**src/rtl/fb_rearm_pkg.sv**
```systemverilog
package fb_rearm_pkg;

  typedef enum logic [1:0] {
    ST_IDLE  = 2'd0,
    ST_DELAY = 2'd1,
    ST_WAIT  = 2'd2
  } rearmState_e;

  // Strobes from the control FSM to the datapath's shared counter.
  typedef struct packed {
    logic cntClr;
    logic cntInc;
  } dpCmd_t;

endpackage

```
**src/rtl/fb_rearm_dp.sv**
```systemverilog
module fb_rearm_dp
  import fb_rearm_pkg::*;
#(
  parameter int PLANES = 8,
  parameter int CNT_W  = 8
) (
  input  logic              clk,
  input  logic              rstN,
  input  logic              enable,
  input  logic [PLANES-1:0] relevMask,
  input  logic              invStb,
  input  logic [PLANES-1:0] invMask,
  input  logic              flushStb,
  input  logic [PLANES-1:0] flushMask,
  input  dpCmd_t            cmd,
  output logic              exitReq,
  output logic              flushSeen,
  output logic              busyNextZero,
  output logic [CNT_W-1:0]  cnt
);

  logic [PLANES-1:0] busyQ;
  logic [PLANES-1:0] invHit;
  logic [PLANES-1:0] flushHit;
  logic [PLANES-1:0] busyNext;
  logic              exitQ;
  logic [CNT_W-1:0]  cntQ;

  // Restrict to the pipe's planes; nothing passes while disabled.
  assign invHit   = (invStb && enable)   ? (invMask & relevMask)   : '0;
  assign flushHit = (flushStb && enable) ? (flushMask & relevMask) : '0;

  // Invalidate lands first, flush second.
  assign busyNext     = (busyQ | invHit) & ~flushHit;
  assign busyNextZero = (busyNext == '0);
  assign flushSeen    = flushStb && enable;

  always_ff @(posedge clk or negedge rstN) begin
    if (!rstN) begin
      busyQ <= '0;
      exitQ <= 1'b0;
      cntQ  <= '0;
    end else begin
      busyQ <= enable ? busyNext : '0;
      exitQ <= (|invHit) || (|flushHit);
      if (cmd.cntClr) begin
        cntQ <= '0;
      end else if (cmd.cntInc) begin
        cntQ <= cntQ + 1'b1;
      end
    end
  end

  assign exitReq = exitQ;
  assign cnt     = cntQ;

  assert_exit_on_inv_R2 : assert property (@(posedge clk) disable iff (!rstN)
    (enable && invStb && |(invMask & relevMask)) |=> exitReq);

  assert_exit_on_flush_R3 : assert property (@(posedge clk) disable iff (!rstN)
    (enable && flushStb && |(flushMask & relevMask)) |=> exitReq);

  assert_masked_quiet_R1 : assert property (@(posedge clk) disable iff (!rstN)
    (!(invStb && |(invMask & relevMask)) && !(flushStb && |(flushMask & relevMask)))
    |=> !exitReq);

  assert_busy_off_R8 : assert property (@(posedge clk) disable iff (!rstN)
    !enable |=> (busyQ == '0));

  assert_flush_last_R10 : assert property (@(posedge clk) disable iff (!rstN)
    (enable && flushStb) |=> ((busyQ & $past(flushMask & relevMask)) == '0));

endmodule

```
**src/rtl/fb_rearm_ctl.sv**
```systemverilog
module fb_rearm_ctl
  import fb_rearm_pkg::*;
#(
  parameter int DELAY_TICKS  = 25_000_000,
  parameter int IDLE_TIMEOUT = 12_500_000,
  parameter int CNT_W        = 25
) (
  input  logic             clk,
  input  logic             rstN,
  input  logic             enable,
  input  logic             active,
  input  logic             idleReady,
  input  logic             flushSeen,
  input  logic             busyNextZero,
  input  logic [CNT_W-1:0] cnt,
  output dpCmd_t           cmd,
  output logic             activateReq
);

  localparam logic [CNT_W-1:0] DLY_LAST = CNT_W'(DELAY_TICKS - 1);
  localparam logic [CNT_W-1:0] TMO_LAST = CNT_W'(IDLE_TIMEOUT - 1);

  rearmState_e stateQ, stateD;
  logic        actQ, actD;

  always_comb begin
    stateD = stateQ;
    cmd    = '0;
    actD   = 1'b0;
    unique case (stateQ)
      ST_IDLE: begin
        if (flushSeen && !active && busyNextZero) begin
          stateD     = ST_DELAY;
          cmd.cntClr = 1'b1;
        end
      end
      ST_DELAY: begin
        if (cnt == DLY_LAST) begin
          stateD     = ST_WAIT;
          cmd.cntClr = 1'b1;
        end else begin
          cmd.cntInc = 1'b1;
        end
      end
      ST_WAIT: begin
        if (idleReady) begin
          stateD = ST_IDLE;
          actD   = busyNextZero;
        end else if (cnt == TMO_LAST) begin
          stateD = ST_IDLE;
        end else begin
          cmd.cntInc = 1'b1;
        end
      end
      default: stateD = ST_IDLE;
    endcase
    if (!enable) begin
      stateD = ST_IDLE;
      actD   = 1'b0;
      cmd    = '0;
    end
  end

  always_ff @(posedge clk or negedge rstN) begin
    if (!rstN) begin
      stateQ <= ST_IDLE;
      actQ   <= 1'b0;
    end else begin
      stateQ <= stateD;
      actQ   <= actD;
    end
  end

  assign activateReq = actQ;

  assert_act_pulse_R5 : assert property (@(posedge clk) disable iff (!rstN)
    activateReq |=> !activateReq);

  assert_cancel_R9 : assert property (@(posedge clk) disable iff (!rstN)
    !enable |=> (stateQ == ST_IDLE && !activateReq));

  assert_giveup_R6 : assert property (@(posedge clk) disable iff (!rstN)
    (enable && stateQ == ST_WAIT && !idleReady && cnt == TMO_LAST)
    |=> (stateQ == ST_IDLE && !activateReq));

  assert_recheck_R7 : assert property (@(posedge clk) disable iff (!rstN)
    (stateQ == ST_WAIT && !busyNextZero) |=> !activateReq);

  assert_no_start_active_R4 : assert property (@(posedge clk) disable iff (!rstN)
    (stateQ == ST_IDLE && active) |=> (stateQ == ST_IDLE));

endmodule

```
**src/rtl/fb_rearm_ctrl.sv**
```systemverilog
module fb_rearm_ctrl
  import fb_rearm_pkg::*;
#(
  parameter int PLANES       = 8,
  parameter int DELAY_TICKS  = 25_000_000,
  parameter int IDLE_TIMEOUT = 12_500_000
) (
  input  logic              clk,
  input  logic              rstN,
  input  logic              enable,
  input  logic              active,
  input  logic              idleReady,
  input  logic [PLANES-1:0] relevMask,
  input  logic              invStb,
  input  logic [PLANES-1:0] invMask,
  input  logic              flushStb,
  input  logic [PLANES-1:0] flushMask,
  output logic              exitReq,
  output logic              activateReq
);

  localparam int MAX_TICKS = (DELAY_TICKS > IDLE_TIMEOUT) ? DELAY_TICKS : IDLE_TIMEOUT;
  localparam int CNT_W     = $clog2(MAX_TICKS + 1);

  dpCmd_t           cmd;
  logic             flushSeen;
  logic             busyNextZero;
  logic [CNT_W-1:0] cnt;

  fb_rearm_dp #(
    .PLANES(PLANES),
    .CNT_W (CNT_W)
  ) u_dp (
    .clk         (clk),
    .rstN        (rstN),
    .enable      (enable),
    .relevMask   (relevMask),
    .invStb      (invStb),
    .invMask     (invMask),
    .flushStb    (flushStb),
    .flushMask   (flushMask),
    .cmd         (cmd),
    .exitReq     (exitReq),
    .flushSeen   (flushSeen),
    .busyNextZero(busyNextZero),
    .cnt         (cnt)
  );

  fb_rearm_ctl #(
    .DELAY_TICKS (DELAY_TICKS),
    .IDLE_TIMEOUT(IDLE_TIMEOUT),
    .CNT_W       (CNT_W)
  ) u_ctl (
    .clk         (clk),
    .rstN        (rstN),
    .enable      (enable),
    .active      (active),
    .idleReady   (idleReady),
    .flushSeen   (flushSeen),
    .busyNextZero(busyNextZero),
    .cnt         (cnt),
    .cmd         (cmd),
    .activateReq (activateReq)
  );

  assert_quiet_off_R11 : assert property (@(posedge clk) disable iff (!rstN)
    !enable |=> (!exitReq && !activateReq));

endmodule

```
**config.mk**
```make
export PLATFORM = sky130hd
export DESIGN_NAME = fb_rearm_ctrl
export DESIGN_NICKNAME = d
export VERILOG_FILES = /design/src/rtl/fb_rearm_pkg.sv /design/src/rtl/fb_rearm_dp.sv /design/src/rtl/fb_rearm_ctl.sv /design/src/rtl/fb_rearm_ctrl.sv
export SDC_FILE = /design/constraint.sdc
export NUM_CORES = 1
export LEC_CHECK = 0
export BUFFER_PORTS_ARGS = -buffer_cell sky130_fd_sc_hd__buf_2
export CAP_MARGIN = 20
export CORE_MARGIN = 2
export CORE_UTILIZATION = 40
export DETAILED_ROUTE_END_ITERATION = 10
export GPL_ROUTABILITY_DRIVEN = 0
export HOLD_SLACK_MARGIN = 0.06
export MAX_ROUTING_LAYER = met4
export PLACE_DENSITY = 0.7
export SYNTH_ARGS = -nofsm -noshare
export SYNTH_HDL_FRONTEND = slang
export SYNTH_SLANG_ARGS = --single-unit
```
**constraint.sdc**
```tcl
create_clock -name clk -period 2.7 [get_ports clk]
set_input_delay 0.135 -clock clk [delete_from_list [all_inputs] [get_ports clk]]
set_output_delay 0.135 -clock clk [all_outputs]
set_load 0.02 [all_outputs]
```
### Word level (Yosys, flattened, before mapping)

Index checks and enable logic that the tools add are counted.

* add/subtract/negate cells: 1
* equal/unequal tests: 7
* multiplexer cells: 22
* reduce and logical (&&, ||, !) cells: 12
* bitwise logic cells: 5

Operators with widths (count)
* $mux 25: 2
* $add 25x1->25 const B: 1
* $eq 25x24->1 const B: 1
* $eq 25x25->1 const B: 1
* $and 8x8->8: 3
* $mux 8: 3
* $reduce_or 8->1: 2
* $mux 2: 6
* $logic_not 8->1: 1
* $mux 1: 8
* $not 8->8: 1
* $or 8x8->8: 1
* $ne 3x2->1 const B: 2
* $pmux 2 s3: 1
* $logic_and 1x1->1: 4
* $ne 4x3->1 const B: 1
* $pmux 1 s2: 2
* $reduce_and 3->1: 1
* $eq 2x1->1 const B: 1
* $eq 2x2->1 const B: 1
* $logic_not 2->1: 1
* $reduce_bool 2->1: 1
* $logic_not 1->1: 1
* $logic_or 1x1->1: 1

* input port bits: 31
* bits in registers: 37
* output and inout bits: 2

### Longest topological paths before layout

Gate-level depths: netlist (run 1).

* word-level depth: 11
* gate-level depth with buffers: 9

### Hierarchy

From an unflattened synthesis (run 1), not the netlist that was laid out.

* cells, all modules: 231
* area total of the unflattened synthesis: 2248.4 um^2

By module, submodules not included
* fb_rearm_dp: cells an instance 194, times used 1, area an instance 1864.3 um^2
* fb_rearm_ctl: cells an instance 37, times used 1, area an instance 384.1 um^2

### Worst setup path before layout (run 1)

Ideal clock, no wire load.

* path kind: reg2reg
* start: register u_dp.cntQ[22] (netlist: u_dp.cnt[22])
* end: register u_dp.cntQ[1] (netlist: u_dp.cnt[1])
* cell stages (with the launch flop): 8
* period minus slack after synthesis: 2.133 ns
* library setup time: 0.119 ns
* required time: 2.581 ns
* setup slack: 0.567 ns
* arrival time: 2.014 ns
* cells stage by stage: dfrtp_1 > or4_1 > nor4_4 > a211oi_4 > o21ai_4 > buf_6 > mux2i_1 > nor2_2

* word-level cells in the longest chain between the ends: 6
* elaborated cells on any way between the ends: 11
* classes of those cells: eq/ne (2); mux (8); reduce/logical (1)

RTL lines
* start, declared: line fb_rearm_dp.sv:27 `logic [CNT_W-1:0] cntQ;`
* start signal, assigned: line fb_rearm_dp.sv:49 `cntQ <= cntQ + 1'b1;`
* $eq 25x24->1: line fb_rearm_ctl.sv:49 `end else if (cnt == TMO_LAST) begin`
* $mux 1: line fb_rearm_ctl.sv:49
* $mux 1: line fb_rearm_ctl.sv:46 `if (idleReady) begin`
* $pmux 1 s2: line fb_rearm_ctl.sv:30 `unique case (stateQ)`
* $mux 2 (*): line fb_rearm_ctl.sv:57 `if (!enable) begin`
* $reduce_bool 2->1 (no source line)

Mark *: on every way between the ends. The rest lies on a longest branch, timed or not.
A chain may end at the register's enable or synchronous reset.

### Worst setup path after layout (run 1)

* start: register u_dp.cntQ[18] (netlist: u_dp.cnt[18])
* end: register u_dp.cntQ[24] (netlist: u_dp.cnt[24])

* word-level cells in the longest chain between the ends: 6
* elaborated cells on any way between the ends: 13
* classes of those cells: add/sub (1); eq/ne (2); mux (9); reduce/logical (1)

RTL lines
* parallel branches: the longest is 6 deep, another holds $add 25x1->25

Parallel ways; which one is timed is not known. The select of a mux whose other input is x is not followed.

==> flow_summary.ini, run 1 <==
[global_route]
grt_overflow = 0
grt_use_total_pct = 18.1
grt_pass1_wl_um = 9000
grt_pass1_vias = 1956
grt_max_degree = 38
grt_antenna_before_repair = 0

[route]
antenna_left = 0
drtIter0Drc = 66
vias_per_cell = 5.98
dr.pass1.iters = 4
wirelength_um = 5320
wire_per_inst_um = 15.5
via_count = 2056
drcViolationCount = 0

[worst_setup_path]
critPathKind = reg -> reg
crit_fanout = 18
critPathSlowestCell = a211oi_4
critical_path_buf_inv_count = 0
critPathRequiredTime_ns = 2.93
cp-start-kind = flip-flop
cp_cell_sequence = and4_1 > and3_4 > a211oi_4 > o21ai_4 > or4_1 > a21oi_2
end_kind = flip-flop
cp.arrival_ns = 2.75
slowest_delay_ns = 0.61
cpLargestDelayFamily = simple AND/OR/NAND/NOR gates

[timing]
timing.fmax_mhz = 396
period_share_pct = 93.6
relSlewSlack_pct = 45.5
tightestPinTransition_ns = 0.818
fin_tns_setup_ns = 0
min_period_ns = 2.53
fin_skew_ns = 0.00839
slew_violations = 0
rsz0062_at_grt = false
hold_viol = 0
setup_viol = 0

[clocking]
clk_pin_slew_ns = 0.07
cts_tree = yes
cts_buffer_depth = 2
cts_root_buffer = clkbuf_8
cts_max_level = 2
cts_sinks = 37
clk-insertion-delay-late_ns = 0.30
cts_resized = 0
hold_buffers = 1
postCtsSetupRepairBufs = 0
numCtsBuffers = 5

[job]
maxCapViolCount = 0

[logic_synthesis]
synth_edf_count = 0
ys_types = 51
ys_warn_count = 0
netlist_area_mm2 = 0.00239
ys_seq_area_share_pct = 38.7
syn_inst = 238
ys_seq_elements = 37
synth_ff_type = dfrtp_1
synthArstFlopShare_pct = 100
synth_area_per_cell_um2 = 10.0
syn_nets = 274

[worst_hold_path]
hold_path_class = in -> reg

[power]
ir_drop_uv = 153
pwr-share-seq_pct = 49.9
p_leak_nw = 1.20
p_sw_share_pct = 25.3
power_density_mw_per_mm2 = 423
clock_power_share_pct = 38.4
power.internal_mw = 0.845
p_sw_mw = 0.287
comb_power_share_pct = 11.7

[placed_design]
port_buffers = 32
hpwl_um = 3830

[floorplan]
initial_core_util_pct = 40.9
die_h_um = 81.3
coreArea_mm2 = 0.00585
dieWidth_um = 81.3
rows = 28
die_area_mm2 = 0.00661
io_pins = 33

[finish]
fin_util_pct = 45.7
drive_gt1_share_pct = 23.0
syn2layout_area_growth_pct = 11.9
n_fill_cell = 580
nets = 304
final_cell_mix = dfrtp_1, buf_2, nor2_1, nand3_1
antenna_cells = 0
final_common_cell = dfrtp_1

[outcome]
outcome = finished clean
==> power by group through the flow <==
stage               combinational, mW  clock, mW  sequential (mW)
floorplan                      0.0780          0            0.577
global placement                0.130          0            0.575
detailed placement              0.133          0            0.576
CTS                             0.134      0.446            0.565
global route                    0.147      0.474            0.566
finish                          0.132      0.435            0.565
==> flip-flops by register name, summed over array words and instances (netlist names) <==
name and flops:
u_dp.exitReq 1, u_ctl.activateReq 1, u_dp.busyQ 8, u_ctl.stateQ 2
u_dp.cnt 25
==> cells in the mapped netlist, types with 6 or more instances <==
| cell | instances | area [µm²] |
|---|---|---|
| nand4_1 | 10 | 62.6 |
| o21ai_0 | 7 | 35.0 |
| and3_1 | 10 | 62.6 |
| xor2_1 | 11 | 96.3 |
| and4_1 | 6 | 52.6 |
| nand2_1 | 10 | 37.5 |
| dfrtp_1 | 37 | 926 |
| o211ai_1 | 6 | 45.0 |
| inv_1 | 6 | 22.5 |
| a22o_1 | 7 | 61.3 |
| nor2_1 | 16 | 60.1 |
| a21oi_1 | 11 | 55.1 |
| buf_6 | 6 | 67.6 |
| nand3_1 | 12 | 60.1 |
==> cell families after synthesis <==
group                      count (synthesis)  synth area share (%)
AOI/OAI and AO/OA                         72                  25.6
and+or+nand+nor                           94                  23.7
adders and majority gates                  5                  2.62
buffers and inverters                     18                  4.97
DFF                                       37                  38.7
muxes                                      1                 0.419
xor gates and xnor gates                  11                  4.03
==> worst paths after layout <==
| path | slack [ns] | endpoint | start | depth (start not counted) |
|---|---|---|---|---|
| setup / recovery | 0.17 | u_dp.cnt[24] | u_dp.cnt[18] | 6 |
| hold / removal | 0.13 | u_ctl.activateReq | idleReady | 3 |
| setup reg to reg | 0.17 | u_dp.cnt[24] | u_dp.cnt[18] | 6 |
| hold reg to reg | 0.55 | u_dp.busyQ[1] | u_dp.busyQ[1] | 2 |
| max in group asynchronous | 1.71 | u_dp.busyQ[1] | rstN | 2 |
| min in group asynchronous | 0.47 | u_dp.busyQ[3] | rstN | 2 |
==> worst register-to-register path: stages (launching register included) <==
cell and delay (ns):
dfrtp_1 0.44, and4_1 0.25, and3_4 0.20, a211oi_4 0.61, o21ai_4 0.24, or4_1 0.58
a21oi_2 0.15
==> metrics by stage <==
| stage | cells | setup slack [ns] | hold slack [ns] | total power [mW] | cell area, µm² |
|---|---|---|---|---|---|
| floorplan | 238 | 0.567 | -0.161 | 0.655 | 2390 |
| global placement | 335 | 0.307 | 0.275 | 0.705 | 2560 |
| detailed placement | 335 | 0.208 | 0.299 | 0.709 | 2560 |
| CTS | 344 | 0.185 | 0.122 | 1.14 | 2680 |
| global route | 344 | 0.00257 | 0.126 | 1.19 | 2680 |
| finish | 344 | 0.173 | 0.125 | 1.13 | 2680 |
==> final cells by class <==
| cell class | instances | area (µm²) | share of cell area (%) |
|---|---|---|---|
| multi-input cells | 183 | 1350 | 50.3 |
| flip-flops and latches | 37 | 926 | 34.6 |
| clock inverters | 1 | 5.00 | 0.187 |
| well taps | 75 | 93.8 | 3.51 |
| clock buffers | 7 | 96.3 | 3.60 |
| repair buffers | 35 | 185 | 6.92 |
| inverters | 6 | 22.5 | 0.842 |
==> per-layer routing <==
metal | track usage [%] | wire length (µm)
met5 | - | 0
met4 | 5.08 | 48
met3 | 4.00 | 277
met2 | 30.7 | 2530
met1 | 21.5 | 2470
No activity file was read; power rests on OpenSTA's default activity.
==> run 2, diff against run 1 <==
SYNTH_HIERARCHICAL = 1   (was unset)
==> flow_summary.ini, run 2 <==
[logic_synthesis]
yosys.area.top_type = dfrtp_1
synthMostInstantiatedCell = dfrtp_1
syn_nets = 267
netlist_area_mm2 = 0.00225
ys_warn_count = 6
syn_inst = 231
synth_edf_count = 0
ys_seq_area_share_pct = 41.2
ys_seq_elements = 37
synth_area_per_cell_um2 = 9.73
netlist_top_cells_count = dfrtp_1, a21oi_1, nand2_1
synthArstFlopShare_pct = 100
ys_types = 55
synth_top_area_share_pct = 41.2
synth_area_leaders = dfrtp_1, a21oi_1, ha_1
synth_ff_type = dfrtp_1

[finish]
syn2layout_area_growth_pct = 27.4
nets = 328
finalNonFillerCells = 365
final_common_cell = dfrtp_1
largest_reg_flops = 25
final_cell_mix = dfrtp_1, buf_2, buf_4, nand2_1, a21oi_1
n_fill_cell = 520
antenna_cells = 0
finalInstanceArea_mm2 = 0.00287
drive_gt1_share_pct = 35.2

[timing]
timing.fmax_mhz = 373
period_share_pct = 99.2
relSlewSlack_pct = 43.9
rsz0062_at_grt = true
setup_viol = 0
fin_hold_ws_ns = 0.0834
tightestPinTransition_ns = 0.842
hold_viol = 0
min_period_ns = 2.68
fin_skew_ns = 0.00809
slew_violations = 0

[worst_setup_path]
cp.arrival_ns = 2.86
end_kind = flip-flop
critPathKind = reg -> reg
critPathRequiredTime_ns = 2.89
cp-start-kind = flip-flop
crit_fanout = 3

[global_route]
grt_pass1_wl_um = 9110
grtUsageMet2_pct = 29.0
grt_use_met1_pct = 25.3
grtUsageMet3_pct = 2.50
grt_use_total_pct = 18.8
grt_antenna_before_repair = 0
grt_max_degree = 38
grt_overflow = 0
grt-busiest-layer = met2
grt_pass1_vias = 1997

[placed_design]
placedCellCount = 348
port_buffers = 32
hpwl_um = 3820
placed_area_mm2 = 0.00261

[route]
vias_per_cell = 5.73
via_count = 2091
wirelength_um = 5540
drcViolationCount = 0
drtIter0Drc = 135
dr.pass1.iters = 4
antenna_left = 0
wire_per_inst_um = 15.2

[clocking]
numCtsBuffers = 5
cts_buffer_depth = 2
cts_tree = yes
cts_sinks = 37
cts_max_level = 2
clk_pin_slew_ns = 0.08
clk-insertion-delay-late_ns = 0.29
cts_root_buffer = clkbuf_8

[floorplan]
die_h_um = 79.0
coreArea_mm2 = 0.00547
die_area_mm2 = 0.00624
dieWidth_um = 79.0
io_pins = 33
initial_core_util_pct = 41.1
rows = 27

[power]
pwr-share-seq_pct = 52.7
power.internal_mw = 0.803
power_density_mw_per_mm2 = 379
clock_power_share_pct = 35.0
p_sw_mw = 0.281
p_total_mw = 1.08
p_sw_share_pct = 25.9
ir_drop_uv = 288
p_leak_nw = 1.31
comb_power_share_pct = 12.3

[job]
maxCapViolCount = 0

[outcome]
outcome = finished clean

[worst_hold_path]
hold_path_class = in -> reg
==> run 2: cell count changes after synthesis, moves of 5 or more <==
cell      change
a31oi_1       +7
a22o_1        -6
o211ai_1      -6
buf_2         -5
nand2_1       +5
a21oi_1       +7
nor2_1        -5
xor2_1        -6
o21ai_0       +5
==> run 2: path summary, 6_finish.rpt <==
kind / endpoint / slack, ns / cells past startpoint / from
worst max-delay path: u_dp/cnt[24] / 0.02 / 10 / u_dp/busyQ[6]
worst min-delay path: u_dp/busyQ[7] / 0.08 / 2 / relevMask[7]
worst max register to register: u_dp/cnt[24] / 0.02 / 10 / u_dp/busyQ[6]
worst min register to register: u_ctl/stateQ[1] / 0.57 / 2 / u_ctl/stateQ[1]
max in group asynchronous: u_dp/busyQ[5] / 1.69 / 2 / rstN
min in group asynchronous: u_dp/cnt[8] / 0.48 / 2 / rstN
==> run 2: power by group through the flow <==
stage | sequential [mW] | clock [mW] | combinational, mW
after floorplan | 0.583 | 0 | 0.0546
after global placement | 0.582 | 0 | 0.122
after detailed placement | 0.582 | 0 | 0.125
after CTS | 0.571 | 0.391 | 0.127
after global routing | 0.573 | 0.423 | 0.150
final | 0.571 | 0.380 | 0.133
==> run 2: worst max-delay path, stage by stage (launching register included) <==
cell and delay (ns):
dfrtp_1 0.36, a41o_1 0.25, o21ai_2 0.16, o2111ai_2 0.16, nor4_2 0.24, nand4b_1 0.17
a21boi_2 0.21, o211a_1 0.21, nand4_1 0.16, nor4_2 0.29, mux2_2 0.36
==> run 2: layout make-up <==
cell class | instances | area (µm²) | share of cell area (%)
Tap cell | 72 | 90.1 | 3.14
Clock inverter | 2 | 10.0 | 0.349
Inverter | 6 | 22.5 | 0.786
Multi-Input combinational cell | 181 | 1360 | 47.5
Timing Repair Buffer | 61 | 383 | 13.4
Clock buffer | 6 | 72.6 | 2.53
Sequential cell | 37 | 926 | 32.3
==> run 2: logic make-up after synthesis <==
family	count (synthesis)	synth area share (%)
and+or+nand+nor	104	30.9
adders and majority gates	5	2.78
xor gates and xnor gates	7	2.73
DFF	37	41.2
AOI/OAI and AO/OA	62	18.0
buffers and inverters	13	3.00
muxes	3	1.39
==> run 2: metrics by stage <==
stage	worst slack (ns)	setup TNS [ns]	utilization, %
detailed placement	-0.0848	-0.0848	47.8
finish	0.0217	0	52.4
CTS	0.00596	0	49.9
global placement	0.0550	0	47.8
global route	-0.129	-0.395	52.4
floorplan	0.0248	0	-
==> run 2: metal layers <==
metal / share of wire (%) / wire length [µm]
met1: 47 / 2600
met2: 49 / 2710
met3: 3.0 / 166
met4: 1.1 / 61
met5: 0 / 0
==> run 2: repair_timing <==
| action | 4_1_cts | 5_1_grt |
|---|---|---|
| pin swaps | 1 | 12 |
| buffers inserted | 1 | 6 |
| resized for setup | 1 | 25 |
| endpoints found under the setup margin | 1 | 13 |
| hold buffers | 2 | 0 |
| hold endpoints to repair | 38 | 0 |
==> run 3, diff against run 2 <==
SETUP_SLACK_MARGIN = 0.2   (was unset)
==> flow_summary.ini, run 3 (synthesis results as in run 2) <==
[global_route]
grt_overflow = 0
grt_pass1_vias = 1993
grt_pass1_wl_um = 9090
grt_max_degree = 38
grt_use_total_pct = 19.1
grt_antenna_before_repair = 0

[finish]
register_area_um2 = 927
finalInstanceArea_mm2 = 0.00293
drive_gt1_share_pct = 37.2
syn2layout_area_growth_pct = 30.1
final_common_cell = dfrtp_1
antenna_cells = 0
largest_reg_flops = 25
final_cell_mix = dfrtp_1, buf_2, buf_4, nand2_1, a21oi_1
multi_input_area_mm2 = 0.00138
finalNonFillerCells = 368
n_fill_cell = 514
nets = 331

[worst_hold_path]
holdPathEnd = u_dp/busyQ[7]
hold_path_class = in -> reg
hold_start = flushMask[7]
min_path_cells = 2

[worst_setup_path]
cp-start-kind = flip-flop
critical_path_buf_inv_count = 2
reg2reg_depth = 11
slowest_delay_ns = 0.39
cp.arrival_ns = 2.79
cpLargestDelayFamily = simple AND/OR/NAND/NOR gates
reg2reg_from = u_dp/cnt[23]
critPathLaunch = u_dp/cnt[23]
critPathKind = reg -> reg
critPathRequiredTime_ns = 2.88
cp_cell_sequence = buf_4 > or2b_2 > nor4_4 > buf_4 > a21boi_4 > or2_1 > and3_4 > o211a_1 > nand4_1 > nor4_2 > mux2_2
crit_fanout = 4
critPathMostFrequentCell = buf_4
r2r_setup_slack_ns = 0.09
end_kind = flip-flop
critPathSlowestCell = dfrtp_1
reg2reg_to = u_dp/cnt[24]

[placed_design]
placed_area_mm2 = 0.00264
port_buffers = 32
dp_slack_ns = -0.0558
placedCellCount = 351
hpwl_um = 3930

[outcome]
outcome = finished clean

[power]
p_leak_nw = 1.33
ir_drop_uv = 170
power_density_mw_per_mm2 = 381

[route]
dr.pass1.iters = 6
drcViolationCount = 0
wire_per_inst_um = 15.4
antenna_left = 0
wirelength_um = 5680
vias_per_cell = 5.73
via_count = 2108
drtIter0Drc = 119

[timing]
setup_viol = 0
tightestPinTransition_ns = 0.843
slew_violations = 0
min_period_ns = 2.61
fin_skew_ns = 0.00710
finalWorstSetupSlack_ns = 0.0890
rsz0062_at_grt = true
hold_viol = 0
period_share_pct = 96.7
relSlewSlack_pct = 43.8
timing.fmax_mhz = 383

[floorplan]
dieWidth_um = 79.0
initial_core_util_pct = 41.1
die_area_mm2 = 0.00624
die_h_um = 79.0
coreArea_mm2 = 0.00547
io_pins = 33
rows = 27

[job]
maxCapViolCount = 0

[clocking]
cts_sinks = 37
cts_root_buffer = clkbuf_8
clk_pin_slew_ns = 0.07
cts_buffer_depth = 2
cts_max_level = 2
cts_tree = yes
clk-insertion-delay-late_ns = 0.29
numCtsBuffers = 5
run 3: cell count changes in the layout (fill, tap and decap cells not counted), sizes merged:
cell,previous run,this run
clkbuf,6,8
buf,59,63
dlygate4sd3,2,1
clkinv,2,0
run 3: through the flow:
stage          setup TNS (ns)  power [mW]  utilization (%)  hold WS [ns]
2_1_floorplan               0       0.639                -        -0.161
3_3_place_gp                0       0.707             48.2         0.288
3_5_place_dp          -0.0558       0.708             48.2         0.292
4_1_cts                     0        1.12             51.8        0.0618
5_1_grt                -0.194        1.17             53.5        0.0919
6_report                    0        1.11             53.5        0.0722
run 3: what timing repair did:
item / in CTS / in global routing
endpoints found under the hold margin: 37 / 0
buffers inserted: 5 / 3
gates cloned: 0 / 0
hold buffers: 1 / 0
setup endpoints to repair: 18 / 21
resized for setup: 13 / 23
pin swaps: 9 / 19
run 3: per-layer routing:
layer / GRT usage [%] / part of all wire, % / routed length, µm / vias to the layer above
met5: - / 0 / 0 / -
met4: 7.93 / 2.8 / 157 / 0
met3: 3.98 / 3.3 / 190 / 14
met2: 30.7 / 50 / 2850 / 47
met1: 23.7 / 44 / 2480 / 1020
li1: - / - / - / 1027
run 3: final cells by class:
| type | instances | area share (%) |
|---|---|---|
| clock buffers | 8 | 3.08 |
| well taps | 72 | 3.08 |
| repair buffers | 64 | 14.2 |
| multi-input cells | 181 | 47.2 |
| flip-flops and latches | 37 | 31.7 |
| inverters | 6 | 0.770 |
run 3: worst reg2reg max path: cells and delay by family (launching register included):
family          cells  cell delay, ns
buf+inv             2            0.33
flops               1            0.39
compound gates      2            0.29
simple gates        6            1.23
mux                 1            0.27
run 3: worst max path at each step:
stage / endpoint / slack [ns] / cells after the start
5_1_grt: u_dp/cnt[24] / -0.06 / 10
4_1_cts: u_dp/cnt[24] / 0.06 / 10
3_3_place_gp: u_dp/cnt[24] / 0.02 / 10
2_1_floorplan: u_dp/cnt[24] / 0.08 / 13
3_5_place_dp: u_dp/cnt[24] / -0.06 / 10
6_report: u_dp/cnt[24] / 0.09 / 11
run 3: where the power goes:
part,switching [mW],internal (mW)
Combinational,0.0743,0.0649
Sequential,0.00768,0.564
Clock,0.196,0.208
